File: src/rtl/slp_pkg.sv
package slp_pkg;
  localparam int WORD_W = 24;
  localparam int R_W    = 14;
  localparam int A_W    = 6;
  localparam int B_W    = 13;
  localparam int CUR_W  = 3;
  localparam int PS_W   = 2;

  typedef enum logic [1:0] {
    SEL_REF  = 2'b00,
    SEL_CNT  = 2'b01,
    SEL_FUNC = 2'b10,
    SEL_INIT = 2'b11
  } sel_e;

  // field positions (low bit of each field)
  localparam int R_LO     = 2;
  localparam int A_LO     = 2;
  localparam int B_LO     = 8;
  localparam int GAIN_BIT = 21;
  localparam int PD_BIT   = 2;
  localparam int ASY_BIT  = 3;
  localparam int C1_LO    = 4;
  localparam int C2_LO    = 7;
  localparam int PS_LO    = 22;

  typedef struct packed {
    logic [PS_W-1:0]  presc;
    logic             pd_en;
    logic             pd_async;
    logic [CUR_W-1:0] cur1;
    logic [CUR_W-1:0] cur2;
  } func_t;

  typedef struct packed {
    logic [A_W-1:0] a;
    logic [B_W-1:0] b;
    logic           gain;
  } cnt_t;
endpackage

File: src/rtl/bit_sync.sv
module bit_sync #(
  parameter int N      = 3,
  parameter int STAGES = 2
) (
  input  logic         clk,
  input  logic         rst_n,
  input  logic [N-1:0] din,
  output logic [N-1:0] dout
);
  for (genvar i = 0; i < N; i++) begin : g_bit
    logic [STAGES-1:0] chain_q;
    logic [STAGES-1:0] chain_d;

    always_comb begin
      chain_d = {chain_q[STAGES-2:0], din[i]};
    end

    always_ff @(posedge clk or negedge rst_n) begin
      if (!rst_n) chain_q <= '0;
      else        chain_q <= chain_d;
    end

    assign dout[i] = chain_q[STAGES-1];
  end
endmodule

File: src/rtl/word_shift.sv
module word_shift #(
  parameter int W = 24
) (
  input  logic         clk,
  input  logic         rst_n,
  input  logic         shift_en,
  input  logic         bit_in,
  output logic [W-1:0] word
);
  logic [W-1:0] word_q;
  logic [W-1:0] word_d;

  always_comb begin
    word_d = word_q;
    if (shift_en) word_d = {word_q[W-2:0], bit_in};
  end

  always_ff @(posedge clk or negedge rst_n) begin
    if (!rst_n) word_q <= '0;
    else        word_q <= word_d;
  end

  assign word = word_q;

  p_msb_first_r1: assert property (@(posedge clk) disable iff (!rst_n)
    shift_en |=> (word_q[0] == $past(bit_in)) && (word_q[W-1:1] == $past(word_q[W-2:0])));

  p_hold_idle_r10: assert property (@(posedge clk) disable iff (!rst_n)
    !shift_en |=> $stable(word_q));
endmodule

File: src/rtl/latch_bank.sv
module latch_bank
  import slp_pkg::*;
(
  input  logic              clk,
  input  logic              rst_n,
  input  logic              load,
  input  logic [WORD_W-1:0] word,
  output logic [R_W-1:0]    r_q,
  output cnt_t              cnt_q,
  output func_t             func_q,
  output logic              rst_pulse
);
  sel_e  sel;
  logic [R_W-1:0] r_d;
  cnt_t  cnt_d;
  func_t func_d, func_new;
  logic  pulse_d;

  assign sel = sel_e'(word[1:0]);

  always_comb begin
    func_new.presc    = word[PS_LO +: PS_W];
    func_new.pd_en    = word[PD_BIT];
    func_new.pd_async = word[ASY_BIT];
    func_new.cur1     = word[C1_LO +: CUR_W];
    func_new.cur2     = word[C2_LO +: CUR_W];
  end

  always_comb begin
    r_d     = r_q;
    cnt_d   = cnt_q;
    func_d  = func_q;
    pulse_d = 1'b0;
    if (load) begin
      unique case (sel)
        SEL_REF:  r_d = word[R_LO +: R_W];
        SEL_CNT: begin
          cnt_d.a    = word[A_LO +: A_W];
          cnt_d.b    = word[B_LO +: B_W];
          cnt_d.gain = word[GAIN_BIT];
        end
        SEL_FUNC: func_d = func_new;
        SEL_INIT: begin
          func_d  = func_new;
          pulse_d = 1'b1;
        end
        default: ;
      endcase
    end
  end

  always_ff @(posedge clk or negedge rst_n) begin
    if (!rst_n) begin
      r_q       <= '0;
      cnt_q     <= '0;
      func_q    <= '0;
      rst_pulse <= 1'b0;
    end else begin
      r_q       <= r_d;
      cnt_q     <= cnt_d;
      func_q    <= func_d;
      rst_pulse <= pulse_d;
    end
  end

  p_pulse_single_r6: assert property (@(posedge clk) disable iff (!rst_n)
    rst_pulse |=> !rst_pulse);

  p_pulse_after_load_r5: assert property (@(posedge clk) disable iff (!rst_n)
    rst_pulse |-> $past(load));

  p_ref_hold_r7: assert property (@(posedge clk) disable iff (!rst_n)
    !load |=> $stable(r_q) && $stable(cnt_q) && $stable(func_q));
endmodule

File: src/rtl/ser_latch_if.sv
module ser_latch_if
  import slp_pkg::*;
#(
  parameter int SYNC_STAGES = 2
) (
  input  logic             clk,
  input  logic             rst_n,
  input  logic             ser_clk,
  input  logic             ser_dat,
  input  logic             ser_le,
  output logic [R_W-1:0]   r_div,
  output logic [A_W-1:0]   a_cnt,
  output logic [B_W-1:0]   b_cnt,
  output logic             cp_gain,
  output logic [PS_W-1:0]  presc_sel,
  output logic             pd_en,
  output logic             pd_async,
  output logic [CUR_W-1:0] cur_set1,
  output logic [CUR_W-1:0] cur_set2,
  output logic             cnt_rst
);
  localparam int NSIG = 3;

  logic [NSIG-1:0] pins_s;
  logic            sclk_s, sdat_s, sle_s;
  logic            sclk_prev_q, sle_prev_q;
  logic            sclk_rise, sle_rise;
  logic [WORD_W-1:0] shreg;
  logic [R_W-1:0]  r_q;
  cnt_t            cnt_q;
  func_t           func_q;

  bit_sync #(.N(NSIG), .STAGES(SYNC_STAGES)) u_sync (
    .clk  (clk),
    .rst_n(rst_n),
    .din  ({ser_le, ser_dat, ser_clk}),
    .dout (pins_s)
  );

  assign sclk_s = pins_s[0];
  assign sdat_s = pins_s[1];
  assign sle_s  = pins_s[2];

  always_ff @(posedge clk or negedge rst_n) begin
    if (!rst_n) begin
      sclk_prev_q <= 1'b0;
      sle_prev_q  <= 1'b0;
    end else begin
      sclk_prev_q <= sclk_s;
      sle_prev_q  <= sle_s;
    end
  end

  assign sclk_rise = sclk_s & ~sclk_prev_q;
  assign sle_rise  = sle_s & ~sle_prev_q;

  word_shift #(.W(WORD_W)) u_shift (
    .clk     (clk),
    .rst_n   (rst_n),
    .shift_en(sclk_rise),
    .bit_in  (sdat_s),
    .word    (shreg)
  );

  latch_bank u_bank (
    .clk      (clk),
    .rst_n    (rst_n),
    .load     (sle_rise),
    .word     (shreg),
    .r_q      (r_q),
    .cnt_q    (cnt_q),
    .func_q   (func_q),
    .rst_pulse(cnt_rst)
  );

  assign r_div     = r_q;
  assign a_cnt     = cnt_q.a;
  assign b_cnt     = cnt_q.b;
  assign cp_gain   = cnt_q.gain;
  assign presc_sel = func_q.presc;
  assign pd_en     = func_q.pd_en;
  assign pd_async  = func_q.pd_async;
  assign cur_set1  = func_q.cur1;
  assign cur_set2  = func_q.cur2;

  p_le_edge_single_r10: assert property (@(posedge clk) disable iff (!rst_n)
    sle_rise |=> !sle_rise);

  p_ref_change_needs_le_r10: assert property (@(posedge clk) disable iff (!rst_n)
    (r_div != $past(r_div)) |-> $past(sle_rise));
endmodule

File: config.mk
export PLATFORM = sky130hd
export DESIGN_NAME = ser_latch_if
export DESIGN_NICKNAME = d
export VERILOG_FILES = /design/src/rtl/slp_pkg.sv /design/src/rtl/bit_sync.sv /design/src/rtl/word_shift.sv /design/src/rtl/latch_bank.sv /design/src/rtl/ser_latch_if.sv
export SDC_FILE = /design/constraint.sdc
export NUM_CORES = 1
export LEC_CHECK = 0
export ABC_AREA = 1
export BUFFER_PORTS_ARGS = -buffer_cell sky130_fd_sc_hd__buf_2
export CAP_MARGIN = 0
export CORE_MARGIN = 3
export CORE_UTILIZATION = 40
export DETAILED_ROUTE_END_ITERATION = 8
export GPL_ROUTABILITY_DRIVEN = 0
export SLEW_MARGIN = 0
export SYNTH_ARGS = -nofsm -noshare
export SYNTH_HDL_FRONTEND = slang
export SYNTH_SLANG_ARGS = --single-unit
File: constraint.sdc
create_clock -name clk -period 1.5 [get_ports clk]
set_clock_uncertainty 0.2 [all_clocks]
set_input_delay 0.075 -clock clk [delete_from_list [all_inputs] [get_ports clk]]
set_output_delay 0.075 -clock clk [all_outputs]
set_load 0.02 [all_outputs]
==> metrics.md, run 1 <==
| Metric | Value |
|---|---|
| Distinct cell type count after synthesis | 16 |
| Class of the tightest hold or removal check | input pin to async pin |
| Arrival time at the worst endpoint | ~1400 ps |
| CTS tree | yes |
| DPL Wire Length | about 4.1 mm |
| H-tree level count | 3 |
| Quantity of I/O buffers inserted on ports | 49 |
| Leakage power summed over all cells | ~0.0021 uW |
| Number of global-route vias before repair | about 2100 |
| Area leader, netlist | sky130_fd_sc_hd__dfrtp_1 |
| Portion of the clock cycle consumed by the worst path in the final layout | 88.5% |
| Non-filler cells, final | 472 |
| Minimum clock period | ~1300 ps |
| YS warnings | 0 |
| Congestion Overflow GR | 0 |
| Maximum buffer depth of the clock tree | 2 |
| Top flip-flop cell by instance count after synthesis | sky130_fd_sc_hd__dfrtp_1 |
| Net count after synthesis | roughly 310 |
| Synth-to-layout area growth | 21.5% |
| DRT antenna net count | 0 |
| Post-route DRC | 0 |
| Wire length of the first global-routing pass | around 11 mm |
| Cts bufs inserted | 9 |
| Clk sinks | 77 |
| Number of endpoints with negative hold slack in the final report | 16 |
| Number of flops mapped to enable cells by yosys | 0 |
| Sequence of cells on the critical path | nor2_4 > buf_4 > nand3_1 > nand2_1 |
| Number of vias per cell | 4.60 |
| Total number of placement rows | 30 |
| Endpoints failing setup | 0 |
| Top cells by instance count after synthesis | sky130_fd_sc_hd__nand2_1 (140), sky130_fd_sc_hd__dfrtp_1 (77), sky130_fd_sc_hd__nand3_1 (53) |
| Delay of the slowest cell on the worst path | around 480 ps |
| Reg2Reg Setup Slack | around 170 ps |
| Relative max-transition margin | roughly 75% |
| Area of the core | 7020 um2 |
| Die H | slightly above 90 um |
| Violations in the final reports | hold timing |
| Sequential area share after synthesis | between 60% and 70% |
| Worst-margin pin slew | 375 ps |
| Category of the critical setup timing path | register to register |
| Startpoint class of the critical path | register |
| Filler cell count | about 670 |
| Worst-path clk slew | approximately 80 ps |
| Maximum clock rate | around 750 MHz |
| Cell chosen for the clock root | sky130_fd_sc_hd__clkbuf_8 |
| Antenna violations before repair | 0 |
| Worst path slowest cell | sky130_fd_sc_hd__dfrtp_1 |
| Vias | between 2000 and 2500 |
| Outcome | finished with violations |
| Die area | around 8500 um2 |
| CP required | roughly 1600 ps |
| Worst setup timing slack at the placement stage | between 70 and 80 ps |
| Post-synthesis instance area | roughly 3000 um2 |
| Final nets | 376 |
| Later-pin clock latency in the skew report | between 300 and 400 ps |
| Max-cap violations | 0 |
| Share of layout cells above drive strength 1 | 23.9% |
| IO Count | 50 |
| Synth top area cells | sky130_fd_sc_hd__dfrtp_1 (65%), sky130_fd_sc_hd__nand2_1 (18%), sky130_fd_sc_hd__nand3_1 (8.9%), sky130_fd_sc_hd__buf_2 (1.8%), sky130_fd_sc_hd__nor2_8 (1.3%) |
| FF+latch count, synth | between 70 and 80 |
| Maximum number of pins on one net before global-route repair | 33 |
| Number of placed instances, taps included | 450 |
| Count of routing violations after the opening detailed-route iteration | about 110 |
| Horizontal die dimension | 92.3 um |
| Pins Over Slew Limit | 0 |
| Sum of negative setup slack | 0 ps |
| CP endpoint kind | register |
| Min Hold Slack | -6.75 ps |
| Initial Util | between 40% and 50% |
| Pwr dens | between 1500 and 2000 nW/um2 |
| 1st-pass router iterations | 4 |
| Wire length after detailed routing | a little over 6 mm |
| Worst IR drop on VDD | slightly above 0.7 mV |
| Total GRT Usage | 16.2% |
| Post-synthesis instance total | about 310 |
| Average footprint of a synthesized cell | around 9.6 um2 |
| Maximum net fanout on the critical path | 13 |
| Count leader, synth | sky130_fd_sc_hd__nand2_1 |
| PnR worst setup slack | 172 ps |
| Top-area cell type share of the netlist area | ~65% |
| RSZ-0062 raised after global routing | no |
| Share of synthesized registers carrying an async set or reset | 100% |
| Wire per inst | 13.1 um |
| Finished Core Util | around 52% |
| Ant. Diodes | 0 |
## area by class of cell
cell class / instances / area [um2] / share of cell area (%)
Sequential cell: 77 / 1930 / 53.3
Multi-Input combinational cell: 209 / 925 / 25.6
Timing Repair Buffer: 68 / 413 / 11.4
Clock buffer: 12 / 165 / 4.57
Tap cell: 96 / 120 / 3.32
Clock inverter: 4 / 45.0 / 1.25
Inverter: 6 / 22.5 / 0.623
## timing repair
action                                  in CTS  in global routing
buffers inserted                             0                  2
hold buffers                                 4                  0
resized for setup                            0                  1
endpoints found under the setup margin       0                 21
endpoints found under the hold margin       80                  0
## state kept, by name, indices dropped and copies added (netlist names)
signal	flops
sclk_prev_q	1
sle_prev_q	1
u_bank.cnt_q	20
u_bank.func_q	10
u_bank.r_q	14
u_bank.rst_pulse	1
u_shift.word	24
u_sync.g_bit.chain_q	6
## critical path, delay by kind of cell, from the launching register on
family                 cells  cell delay [ps]
buffers and inverters      1              220
DFF                        1              480
and+or+nand+nor            3              360
## stage by stage
stage                     power [uW]  cell area, um2
final                           5900            3620
after global routing            6270            3620
after CTS                       5930            3600
after detailed placement        4320            3350
after global placement          4290            3350
after floorplan                 3750            2980
## path summary, 6_finish.rpt
check / start / endpoint / cells past startpoint
setup reg to reg: u_shift.word[1] / u_bank.cnt_q[7] / 4
setup / recovery: u_shift.word[1] / u_bank.cnt_q[7] / 4
max in group asynchronous: rst_n / u_bank.cnt_q[16] / 3
hold reg to reg: u_sync.g_bit[1].chain_q[0] / u_sync.g_bit[1].chain_q[1] / 0
hold / removal: rst_n / u_bank.r_q[1] / 2
min in group clk: u_sync.g_bit[1].chain_q[0] / u_sync.g_bit[1].chain_q[1] / 0
## kinds of logic after synthesis
family          Yosys count  share of synthesized area [%]
simple gates            204                           30.1
compound gates            5                          0.841
flops                    77                           64.7
buf+inv                  23                           4.37
## placed cells by master, fill, tap and decap left out
cell type and n:
sky130_fd_sc_hd__buf_12 1, sky130_fd_sc_hd__nand2_4 2, sky130_fd_sc_hd__bufinv_16 1, sky130_fd_sc_hd__inv_2 2
sky130_fd_sc_hd__nor2_1 3, sky130_fd_sc_hd__nand2_1 140, sky130_fd_sc_hd__dlygate4sd3_1 4, sky130_fd_sc_hd__o21ai_0 3
sky130_fd_sc_hd__dfrtp_1 77, sky130_fd_sc_hd__buf_2 48, sky130_fd_sc_hd__buf_4 15, sky130_fd_sc_hd__nor2_4 2
sky130_fd_sc_hd__inv_1 4, sky130_fd_sc_hd__a21oi_1 2, sky130_fd_sc_hd__nand2_2 2, sky130_fd_sc_hd__nand3_1 53
sky130_fd_sc_hd__clkbuf_8 12, sky130_fd_sc_hd__clkinv_2 3, sky130_fd_sc_hd__nor2_8 2
## metal layers
metal  GRT usage [%]  up-vias  wire, um
met3            3.94        5       301
met2            25.4       53      2870
met5               0        -         0
li1                -     1101         -
met1            22.3     1013      2980
met4            5.32        0        50
## power by group
group,internal [uW],total [uW],switching [uW]
sequential,2540,2870,332
combinational,480,1400,924
clock,897,1630,733
(Power assumes the default switching activity.)
==> inputs of run 2 (changes only) <==
Settings changed: CORE_MARGIN 3 to 2.
Clock period 1.5 ns to 1.37 ns, I/O delays scaled along.
==> run 2 against run 1 <==
  * The run now ends clean
  * Power grew 15%
  * Flip-flop and latch count is the same
  * Critical path depth grew 2
  * Sequential share of layout area shrank 2.3 points
  * Sequential power grew 9.8%
  * Die area shrank 4.3%
  * Maximum frequency shrank 1.1%
  * Global-route usage grew 0.47 points
  * Design area grew 4.5%
  * Clock power grew 25%
  * Hold slack gained 74 ps
  * Critical endpoint is now u_bank.cnt_q[10]
  * Largest cell class unchanged
==> metrics.md, run 2 (synthesis gave the netlist of run 1 again) <==
| Metric | Value |
|---|---|
| Area of the core | 7210 um2 (was 7020 um2) |
| Number of flip-flops under the largest register name | 24 (unchanged) |
| IO Count | 50 (unchanged) |
| Portion of the clock cycle consumed by the worst path in the final layout | 98.0% (was 88.5%) |
| Count of routing violations after the opening detailed-route iteration | 172 (was 113) |
| Delay-heaviest family, CP | flip-flops (unchanged) |
| Category of the critical setup timing path | register to register (unchanged) |
| Post-detailed-placement cell area | 3360 um2 (was 3350 um2) |
| Cts bufs inserted | 9 (unchanged) |
| Total GRT Usage | 16.7% (was 16.2%) |
| H-tree level count | 3 (unchanged) |
| Leading cell types in the layout, fill and taps excluded | sky130_fd_sc_hd__nand2_1 (137), sky130_fd_sc_hd__dfrtp_1 (76), sky130_fd_sc_hd__nand3_1 (53) (was sky130_fd_sc_hd__nand2_1 (140), sky130_fd_sc_hd__dfrtp_1 (77), sky130_fd_sc_hd__nand3_1 (53)) |
| Pwr dens | 1800 nW/um2 (was 1630 nW/um2) |
| Ant. Diodes | 0 (unchanged) |
| DPL Wire Length | 3.95 mm (was 4.15 mm) |
| Worst-margin pin slew | 407 ps (was 375 ps) |
| Sequence of cells on the critical path | inv_2 > nor2_8 > buf_4 > clkbuf_16 > nand3_1 > nand2_1 (was nor2_4 > buf_4 > nand3_1 > nand2_1) |
| Delay of the slowest cell on the worst path | 390 ps (was 480 ps) |
| Later-pin clock latency in the skew report | 350 ps (was 340 ps) |
| Arrival time at the worst endpoint | 1440 ps (was 1410 ps) |
| Maximum net fanout on the critical path | 10 (was 13) |
| Synth-to-layout area growth | 27.0% (was 21.5%) |
| Worst IR drop on VDD | 0.614 mV (was 0.706 mV) |
| Multi-input gate area in the final layout | 952 um2 (was 925 um2) |
| DRT antenna net count | 0 (unchanged) |
| Leading cell type in the layout, fill and taps excluded | sky130_fd_sc_hd__nand2_1 (unchanged) |
| Total number of placement rows | 31 (was 30) |
| Wire per inst | 13.1 um (about the same) |
| Number of endpoints with negative hold slack in the final report | 0 (was 16) |
| Initial Util | 41.3% (was 42.4%) |
| Die area | 8150 um2 (was 8510 um2) |
| Maximum clock rate | 745 MHz (was 753 MHz) |
| Maximum number of pins on one net before global-route repair | 78 (was 33) |
| Final Cell Area | 3780 um2 (was 3620 um2) |
| Minimum clock period | 1340 ps (was 1330 ps) |
| Endpoints failing setup | 0 (unchanged) |
| Antenna violations before repair | 0 (unchanged) |
| Startpoint class of the critical path | register (unchanged) |
| Outcome | finished, final reports clean (was finished with violations) |
| Final nets | 383 (was 376) |
| Post-route DRC | 0 (unchanged) |
| Quantity of I/O buffers inserted on ports | 49 (unchanged) |
| CTS tree | yes (unchanged) |
| Relative max-transition margin | 72.9% (was 75.0%) |
| RSZ-0062 raised after global routing | yes (was no) |
| Class of the tightest hold or removal check | input pin to async pin (unchanged) |
| Register Area | 1930 um2 (about the same) |
| Horizontal die dimension | 90.3 um (was 92.3 um) |
| Max-cap violations | 0 (unchanged) |
| R2r worst-path depth | 6 (was 4) |
| Wire length of the first global-routing pass | 10.9 mm (about the same) |
| Count of buffer and inverter cells on the critical path | 3 (was 1) |
| Stages on the worst setup path | 6 (was 4) |
| Pins Over Slew Limit | 0 (unchanged) |
| Worst path slowest cell | sky130_fd_sc_hd__dfrtp_1 (unchanged) |
| Leakage power summed over all cells | 0.00216 uW (was 0.00210 uW) |
| Vias | 2257 (was 2172) |
| 1st-pass router iterations | 4 (unchanged) |
| Number of global-route vias before repair | 2188 (was 2144) |
| Maximum buffer depth of the clock tree | 2 (unchanged) |
| Wire length after detailed routing | 6.33 mm (was 6.20 mm) |
| PnR worst setup slack | 27.5 ps (was 172 ps) |
| Cell chosen for the clock root | sky130_fd_sc_hd__clkbuf_8 (unchanged) |
| Reg2Reg Setup Slack | 30 ps (was 170 ps) |
| Die H | 90.3 um (was 92.3 um) |
| Share of layout cells above drive strength 1 | 26.6% (was 23.9%) |
| Worst setup timing slack at the placement stage | -18.4 ps (was 76.0 ps) |
| Filler cell count | 671 (unchanged) |
| Worst-path clk slew | 80 ps (about the same) |
| CP endpoint kind | register (unchanged) |
| Clk sinks | 77 (unchanged) |
| CP required | 1470 ps (was 1580 ps) |
| Congestion Overflow GR | 0 (unchanged) |
| Number of vias per cell | 4.68 (was 4.60) |
run 2: final timing paths:
check / startpoint / endpoint
min: rst_n / u_bank.func_q[3]
min reg2reg: u_sync.g_bit[1].chain_q[0] / u_sync.g_bit[1].chain_q[1]
max in group asynchronous: rst_n / u_shift.word[1]
min in group clk: u_sync.g_bit[1].chain_q[0] / u_sync.g_bit[1].chain_q[1]
max: u_sync.g_bit[2].chain_q[1] / u_bank.cnt_q[10]
max reg2reg: u_sync.g_bit[2].chain_q[1] / u_bank.cnt_q[10]
run 2: worst min-delay path, cell delays in order:
cell and delay, ps:
sky130_fd_sc_hd__dlygate4sd3_1 530, sky130_fd_sc_hd__buf_4 110, sky130_fd_sc_hd__buf_12 320
run 2: power breakdown:
| part | internal, uW | switching [uW] | total (uW) | leakage, uW |
|---|---|---|---|---|
| registers | 2780 | 373 | 3150 | 0.00101 |
| logic | 583 | 1040 | 1620 | 0.00103 |
| clock network | 1220 | 810 | 2030 | 0.000126 |
run 2: stage by stage:
step	hold WS, ps	power [uW]	instances	util, %	setup TNS (ps)
after floorplan	-427	4100	309	-	0
after global placement	-77.9	4700	452	46.5	0
after detailed placement	-78.6	4750	452	46.5	-140
after CTS	95.1	6800	472	50.6	0
after global routing	130	7220	482	52.4	-525
final	67.5	6810	482	52.4	0
run 2: repair_timing:
item,in CTS,in global routing
setup endpoints to repair,20,27
resized for setup,2,11
setup buffers,0,8
cloned,0,2
endpoints found under the hold margin,80,0
hold buffers,4,0
pin swaps,0,6
run 2: cell type report:
| type | instances | share of cell area (%) |
|---|---|---|
| Sequential cell | 77 | 51.0 |
| Multi-Input combinational cell | 210 | 25.2 |
| Timing Repair Buffer | 74 | 13.5 |
| Clock buffer | 13 | 4.73 |
| Tap cell | 99 | 3.28 |
| Clock inverter | 3 | 1.72 |
| Inverter | 6 | 0.596 |
run 2: layer usage:
layer | track usage (%) | part of all wire, % | wire [um]
met4 | 6.15 | 0.93 | 59
met3 | 4.51 | 4.3 | 270
met1 | 23.1 | 47 | 2970
met5 | 0 | 0 | 0
met2 | 25.4 | 48 | 3030
